`src/rtl/tlb_pkg.sv`:
```
package tlb_pkg;
  localparam int VA_W     = 32;
  localparam int PA_W     = 29;
  localparam int OFF_W    = 12;
  localparam int VPN_W    = VA_W - OFF_W;
  localparam int PPN_W    = PA_W - OFF_W;
  localparam int ASID_W   = 8;
  localparam int CTL_W    = 4;

  typedef struct packed {
    logic [PPN_W-1:0] ppn;
    logic [CTL_W-1:0] ctl;
  } tlb_payload_t;
endpackage

```
`src/rtl/tlb_tag_cam.sv`:
```
module tlb_tag_cam
  import tlb_pkg::*;
#(
  parameter int ENTRIES = 8,
  localparam int IDX_W  = (ENTRIES > 1) ? $clog2(ENTRIES) : 1
) (
  input  logic               clk,
  input  logic               rst,
  input  logic               wr_en,
  input  logic [IDX_W-1:0]   wr_idx,
  input  logic [VPN_W-1:0]   wr_vpn,
  input  logic [ASID_W-1:0]  wr_asid,
  input  logic               inv_all,
  input  logic [VPN_W-1:0]   look_vpn,
  input  logic [ASID_W-1:0]  look_asid,
  input  logic               use_asid,
  output logic [ENTRIES-1:0] match_vec,
  output logic [ENTRIES-1:0] asid_ok
);
  logic [ENTRIES-1:0] valid_q;
  logic [VPN_W-1:0]   vpn_q  [ENTRIES];
  logic [ASID_W-1:0]  asid_q [ENTRIES];

  always_ff @(posedge clk) begin
    if (rst) begin
      valid_q <= '0;
    end else if (inv_all) begin
      valid_q <= '0;
    end else if (wr_en) begin
      valid_q[wr_idx] <= 1'b1;
    end
  end

  always_ff @(posedge clk) begin
    if (wr_en) begin
      vpn_q[wr_idx]  <= wr_vpn;
      asid_q[wr_idx] <= wr_asid;
    end
  end

  for (genvar e = 0; e < ENTRIES; e++) begin : g_cmp
    logic vpn_eq;
    assign vpn_eq       = valid_q[e] && (vpn_q[e] == look_vpn);
    assign asid_ok[e]   = (asid_q[e] == look_asid);
    assign match_vec[e] = vpn_eq && (!use_asid || asid_ok[e]);
  end


  inv_clears_chk: assert property (@(posedge clk) disable iff (rst)
    inv_all |=> (valid_q == '0));

  write_lands_chk: assert property (@(posedge clk) disable iff (rst)
    (wr_en && !inv_all) |=> valid_q[$past(wr_idx)]);
endmodule

```
`src/rtl/tlb_payload_ram.sv`:
```
module tlb_payload_ram
  import tlb_pkg::*;
#(
  parameter int ENTRIES = 8,
  localparam int IDX_W  = (ENTRIES > 1) ? $clog2(ENTRIES) : 1
) (
  input  logic         clk,
  input  logic         we,
  input  logic [IDX_W-1:0] waddr,
  input  tlb_payload_t wdata,
  input  logic [IDX_W-1:0] raddr,
  output tlb_payload_t rdata
);
  tlb_payload_t mem [ENTRIES];

  always_ff @(posedge clk) begin
    if (we) mem[waddr] <= wdata;
  end

  assign rdata = mem[raddr];
endmodule

```
`src/rtl/tlb_prio_enc.sv`:
```
module tlb_prio_enc #(
  parameter int ENTRIES = 8,
  localparam int IDX_W  = (ENTRIES > 1) ? $clog2(ENTRIES) : 1
) (
  input  logic [ENTRIES-1:0] req_vec,
  output logic               any,
  output logic               several,
  output logic [IDX_W-1:0]   idx
);
  always_comb begin
    any     = 1'b0;
    several = 1'b0;
    idx     = '0;
    for (int i = 0; i < ENTRIES; i++) begin
      if (req_vec[i]) begin
        if (any) several = 1'b1;
        else idx = IDX_W'(i);
        any = 1'b1;
      end
    end
  end
endmodule

```
`src/rtl/asid_tlb_xlate.sv`:
```
module asid_tlb_xlate
  import tlb_pkg::*;
#(
  parameter int ENTRIES = 8,
  localparam int IDX_W  = (ENTRIES > 1) ? $clog2(ENTRIES) : 1
) (
  input  logic              clk,
  input  logic              rst,
  input  logic              asid_we,
  input  logic [ASID_W-1:0] asid_wdata,
  output logic [ASID_W-1:0] cur_asid,
  input  logic              wr_en,
  input  logic [IDX_W-1:0]  wr_idx,
  input  logic [VPN_W-1:0]  wr_vpn,
  input  logic [ASID_W-1:0] wr_asid,
  input  logic [PPN_W-1:0]  wr_ppn,
  input  logic [CTL_W-1:0]  wr_ctl,
  input  logic              inv_all,
  input  logic              req_valid,
  input  logic [VA_W-1:0]   req_vaddr,
  input  logic              req_mmu_en,
  input  logic              req_multi_vm,
  output logic              rsp_valid,
  output logic [PA_W-1:0]   rsp_paddr,
  output logic [CTL_W-1:0]  rsp_ctl,
  output logic              rsp_hit,
  output logic              rsp_miss,
  output logic              rsp_prot,
  output logic              rsp_multi
);
  logic [ENTRIES-1:0] match_vec;
  logic [ENTRIES-1:0] asid_ok;
  logic               sel_any;
  logic               sel_several;
  logic [IDX_W-1:0]   sel_idx;
  tlb_payload_t       sel_pay;
  tlb_payload_t       wr_pay;

  always_ff @(posedge clk) begin
    if (rst)          cur_asid <= '0;
    else if (asid_we) cur_asid <= asid_wdata;
  end

  assign wr_pay.ppn = wr_ppn;
  assign wr_pay.ctl = wr_ctl;

  tlb_tag_cam #(.ENTRIES(ENTRIES)) cam_i (
    .clk       (clk),
    .rst       (rst),
    .wr_en     (wr_en),
    .wr_idx    (wr_idx),
    .wr_vpn    (wr_vpn),
    .wr_asid   (wr_asid),
    .inv_all   (inv_all),
    .look_vpn  (req_vaddr[VA_W-1:OFF_W]),
    .look_asid (cur_asid),
    .use_asid  (req_multi_vm),
    .match_vec (match_vec),
    .asid_ok   (asid_ok)
  );

  tlb_prio_enc #(.ENTRIES(ENTRIES)) enc_i (
    .req_vec (match_vec),
    .any     (sel_any),
    .several (sel_several),
    .idx     (sel_idx)
  );

  tlb_payload_ram #(.ENTRIES(ENTRIES)) ram_i (
    .clk   (clk),
    .we    (wr_en),
    .waddr (wr_idx),
    .wdata (wr_pay),
    .raddr (sel_idx),
    .rdata (sel_pay)
  );

  logic [PA_W-1:0]  nx_paddr;
  logic [CTL_W-1:0] nx_ctl;
  logic             nx_hit, nx_miss, nx_prot, nx_multi;

  always_comb begin
    nx_paddr = '0;
    nx_ctl   = '0;
    nx_hit   = 1'b0;
    nx_miss  = 1'b0;
    nx_prot  = 1'b0;
    nx_multi = 1'b0;
    if (req_valid) begin
      if (!req_mmu_en) begin
        nx_paddr = req_vaddr[PA_W-1:0];
      end else if (!sel_any) begin
        nx_miss = 1'b1;
      end else begin
        nx_multi = sel_several;
        if (!req_multi_vm && !asid_ok[sel_idx]) begin
          nx_prot = 1'b1;
        end else begin
          nx_hit   = 1'b1;
          nx_paddr = {sel_pay.ppn, req_vaddr[OFF_W-1:0]};
          nx_ctl   = sel_pay.ctl;
        end
      end
    end
  end

  always_ff @(posedge clk) begin
    if (rst) begin
      rsp_valid <= 1'b0;
      rsp_paddr <= '0;
      rsp_ctl   <= '0;
      rsp_hit   <= 1'b0;
      rsp_miss  <= 1'b0;
      rsp_prot  <= 1'b0;
      rsp_multi <= 1'b0;
    end else begin
      rsp_valid <= req_valid;
      rsp_paddr <= nx_paddr;
      rsp_ctl   <= nx_ctl;
      rsp_hit   <= nx_hit;
      rsp_miss  <= nx_miss;
      rsp_prot  <= nx_prot;
      rsp_multi <= nx_multi;
    end
  end


  rsp_follow_chk: assert property (@(posedge clk) disable iff (rst)
    req_valid |=> rsp_valid);

  idle_quiet_chk: assert property (@(posedge clk) disable iff (rst)
    !req_valid |=> !(rsp_valid || rsp_hit || rsp_miss || rsp_prot || rsp_multi));

  flags_excl_chk: assert property (@(posedge clk) disable iff (rst)
    $onehot0({rsp_hit, rsp_miss, rsp_prot}));

  passthru_chk: assert property (@(posedge clk) disable iff (rst)
    (req_valid && !req_mmu_en) |=>
      (rsp_paddr == $past(req_vaddr[PA_W-1:0])) && !rsp_hit && !rsp_miss);

  lowest_grant_chk: assert property (@(posedge clk) disable iff (rst)
    sel_any |-> (match_vec[sel_idx] &&
      ((match_vec & ((ENTRIES'(1) << sel_idx) - ENTRIES'(1))) == '0)));

  asid_load_chk: assert property (@(posedge clk) disable iff (rst)
    asid_we |=> (cur_asid == $past(asid_wdata)));
endmodule

```
`config.mk`:
```
export PLATFORM = sky130hd
export DESIGN_NAME = asid_tlb_xlate
export DESIGN_NICKNAME = d
export VERILOG_FILES = /design/src/rtl/tlb_pkg.sv /design/src/rtl/tlb_tag_cam.sv /design/src/rtl/tlb_payload_ram.sv /design/src/rtl/tlb_prio_enc.sv /design/src/rtl/asid_tlb_xlate.sv
export SDC_FILE = /design/constraint.sdc
export NUM_CORES = 1
export LEC_CHECK = 0
export ABC_AREA = 1
export BUFFER_PORTS_ARGS = -buffer_cell sky130_fd_sc_hd__buf_2
export CAP_MARGIN = 20
export CORE_ASPECT_RATIO = 1.2
export CORE_MARGIN = 5
export CORE_UTILIZATION = 50
export DETAILED_ROUTE_END_ITERATION = 7
export GPL_TIMING_DRIVEN = 1
export PLACE_DENSITY_LB_ADDON = 0.25
export SYNTH_ARGS = -nofsm -noshare
export SYNTH_HDL_FRONTEND = slang
export SYNTH_HIERARCHICAL = 1
export SYNTH_SLANG_ARGS = --single-unit
export TNS_END_PERCENT = 20
```
`constraint.sdc`:
```
create_clock -name clk -period 3 [get_ports clk]
set_input_delay 0.45 -clock clk [delete_from_list [all_inputs] [get_ports clk]]
set_output_delay 0.45 -clock clk [all_outputs]
set_load 0.05 [all_outputs]
```
==> results.json <==
{
  "comb_power_share_pct": 7.3,
  "avgRoutedWirePerCell_um": 17.66,
  "initial_core_util_pct": 50.16,
  "dieArea_mm2": 0.04482,
  "mostFrequentLayoutCells": "940 x nand2_1, 392 x edfxtp_1, 316 x inv_1",
  "synth_enable_flop_cells": 392,
  "fillers": 3427,
  "hold_buffers": 0,
  "r2r-start": "cam_i/vpn_q[1][1]$_DFFE_PP_",
  "layout_setup_ws_ps": 142.8,
  "drive_above_1_share_pct": 20.32,
  "drc_errors": 0,
  "cts-htree-levels": 2,
  "clockBufferDepth": 3,
  "hold_path.class": "in2reg",
  "dieHeight_um": 230.9,
  "hold_viol": 0,
  "crit_type": "reg2reg",
  "layout_commonest_cell": "nand2_1",
  "dpl_cell_area_mm2": 0.02272,
  "antenna_found_initial": 4,
  "swShare_pct": 22.42,
  "syn_area_mm2": 0.02033,
  "grt_max_degree": 43,
  "place.port_buffers": 145,
  "cp.required_ps": 3460,
  "cp-start-kind": "register",
  "grt_overflow": 0,
  "pwr-share-clk_pct": 41.4,
  "cts_tree": "done",
  "coreArea_mm2": 0.04054,
  "rows": 81,
  "intPower_mw": 10.64,
  "post-place-ws_ps": -430.3,
  "ys_types": 32,
  "drv_slew": 0,
  "setup_viol": 0,
  "power_switching_mw": 3.075,
  "ys_dominant_reg_cell": "edfxtp_1",
  "drtAntennaViolNets": 0,
  "p_total_mw": 13.72,
  "postSynthCellCount": 2293,
  "fmax_mhz": 350.0,
  "skew_ps": 24.41,
  "rsz0062_at_grt": "true",
  "die_w_um": 194.1,
  "power_density_mw_per_mm2": 559.0,
  "maxSlewHeadroom_pct": 55.06,
  "period_minus_slack_ps": 2857,
  "cts_buffers": 45,
  "worst_pin_slew_ps": 672.5,
  "root_buffer": "clkbuf_16",
  "yosys_warnings": 6,
  "boundaryPins": 146,
  "dp_hpwl_um": 38380,
  "area_delta_synth_final_pct": 20.71,
  "vdd_drop_max_v": 0.0004721,
  "viasPerCell": 4.957,
  "worstSetupEndpointType": "register",
  "hold_path_startpoint": "req_vaddr[1]",
  "drtPass1Iterations": 5,
  "power_leakage_nw": 11.57,
  "finalCritPeriodShare_pct": 95.24,
  "status": "completed",
  "drt_iter0_markers": 1324,
  "syn_nets": 2393,
  "fin_area_mm2": 0.02454,
  "grt_pass1_wl_um": 84650,
  "cts.sinks": 446,
  "cp_max_fo": 8,
  "cp.arrival_ps": 3320,
  "drv_cap": 0,
  "num_vias": 15633,
  "worstSkewPairLatency_ps": 590,
  "drt-total-wl_um": 55700,
  "grt_pass1_vias": 15308,
  "clkSlewWorstSetupHoldPaths_ps": 60,
  "cp-startpoint": "cam_i/vpn_q[1][1]$_DFFE_PP_",
  "seq_area_frac_synth_pct": 63.21,
  "seqPwrFrac_pct": 51.3,
  "track_usage_pct": 24.47,
  "syn_area_per_cell_um2": 8.868,
  "ys_ff_latch": 446,
  "gp_congestion": 0.9751,
  "num-nets-final": 2677,
  "async_flop_share_pct": 0
}
==> path summary, 6_finish.rpt <==
path | to | slack (ps) | cells past startpoint
worst max-delay path | rsp_paddr[7]$_SDFF_PP0_ | 140 | 21
worst max register to register | rsp_paddr[7]$_SDFF_PP0_ | 140 | 21
worst min-delay path | rsp_paddr[1]$_SDFF_PP0_ | 90 | 3
worst min register to register | cam_i/valid_q[0]$_SDFFE_PP0P_ | 470 | 2
==> kinds of logic (layout without fill, tap and decap cells) <==
family | after synthesis | in the layout | share of synthesized area (%)
AOI/OAI and AO/OA | 37 | 37 | 1.028
xor gates and xnor gates | 23 | 23 | 0.9907
buffers and inverters | 490 | 810 | 9.716
DFF | 446 | 446 | 63.21
other | 0 | 2 | 0
and+or+nand+nor | 1297 | 1297 | 25.06
==> routing by layer <==
metal | wire length, µm | GRT usage, % | vias to the layer above
li1 | - | - | 7607
met1 | 22910 | 32.01 | 7325
met2 | 26500 | 40.65 | 570
met3 | 3941 | 4.204 | 125
met4 | 2318 | 10.33 | 6
met5 | 28 | 0 | -
==> power by group through the flow <==
stage | clock, mW | combinational [mW] | sequential (mW)
floorplan | 0 | 0.457 | 7.21
global placement | 0 | 0.955 | 7.16
detailed placement | 0 | 0.974 | 7.17
CTS | 5.77 | 0.981 | 7.04
global route | 6.01 | 1.10 | 7.05
finish | 5.68 | 1.00 | 7.04
==> worst max-delay path: stages (launching register included) <==
cell      delay [ps]
edfxtp_1         410
nand2_1          100
nand2_1           60
nor2_1           220
nand2_1          120
nor2_1           120
nand3_1          110
nor2_1           190
buf_4            150
a21oi_1           40
nor2_1           120
nor2_2            60
o21ai_4          120
inv_2            100
nand2_1           70
nand3_1           70
nand3_1          160
buf_4            130
nand4_1          110
nand2_2          140
buf_6            130
nor2_1            40
==> final cells by class <==
class	count	area [µm²]	area share, %
sequential	446	12880	52.47
multi-input combinational	1357	5739	23.38
timing repair buffer	301	2138	8.712
inverter	426	1609	6.556
clock buffer	68	1346	5.485
tap	539	674.4	2.748
clock inverter	15	153.9	0.6270
antenna	2	5.005	0.02039
==> synth_stat cells, types with 7 or more instances <==
| cell | count | area [µm²] |
|---|---|---|
| edfxtp_1 | 392 | 11770 |
| o21ai_1 | 9 | 45.04 |
| clkinv_1 | 22 | 82.58 |
| buf_4 | 15 | 112.6 |
| xnor2_1 | 7 | 61.31 |
| o21ai_0 | 7 | 35.03 |
| xor2_1 | 16 | 140.1 |
| nand3_1 | 126 | 630.6 |
| nand2_1 | 952 | 3573 |
| dfxtp_1 | 54 | 1081 |
| o211ai_1 | 8 | 60.06 |
| inv_1 | 319 | 1197 |
| buf_2 | 38 | 190.2 |
| nor2_1 | 203 | 762.0 |
| inv_2 | 83 | 311.6 |
| a21oi_1 | 11 | 55.05 |
==> timing repair <==
action | in CTS | in global routing
hold endpoints to repair | 0 | 0
resized for setup | 14 | 61
pin swaps | 1 | 29
setup endpoints to repair | 35 | 35
setup buffers | 0 | 13
gates cloned | 0 | 1
==> flip-flops by register name (all words and copies together) (netlist names) <==
| signal | flops |
|---|---|
| cam_i/asid_q | 64 |
| cam_i/valid_q | 8 |
| cam_i/vpn_q | 160 |
| cur_asid | 8 |
| ram_i/mem | 168 |
| rsp_ctl | 4 |
| rsp_hit | 1 |
| rsp_miss | 1 |
| rsp_multi | 1 |
| rsp_paddr | 29 |
| rsp_prot | 1 |
| rsp_valid | 1 |
==> stage by stage <==
stage | util (%) | instances | TNS, ps | hold slack (ps)
2_1_floorplan | - | 2293 | 0 | 440.3
3_3_place_gp | 56.05 | 3055 | -10940 | 449.1
3_5_place_dp | 56.05 | 3055 | -12280 | 458.8
4_1_cts | 59.84 | 3138 | 0 | 51.69
5_1_grt | 60.54 | 3153 | -733.3 | 94.88
6_report | 60.54 | 3154 | 0 | 86.00
Power figures use the tool's default switching activity.
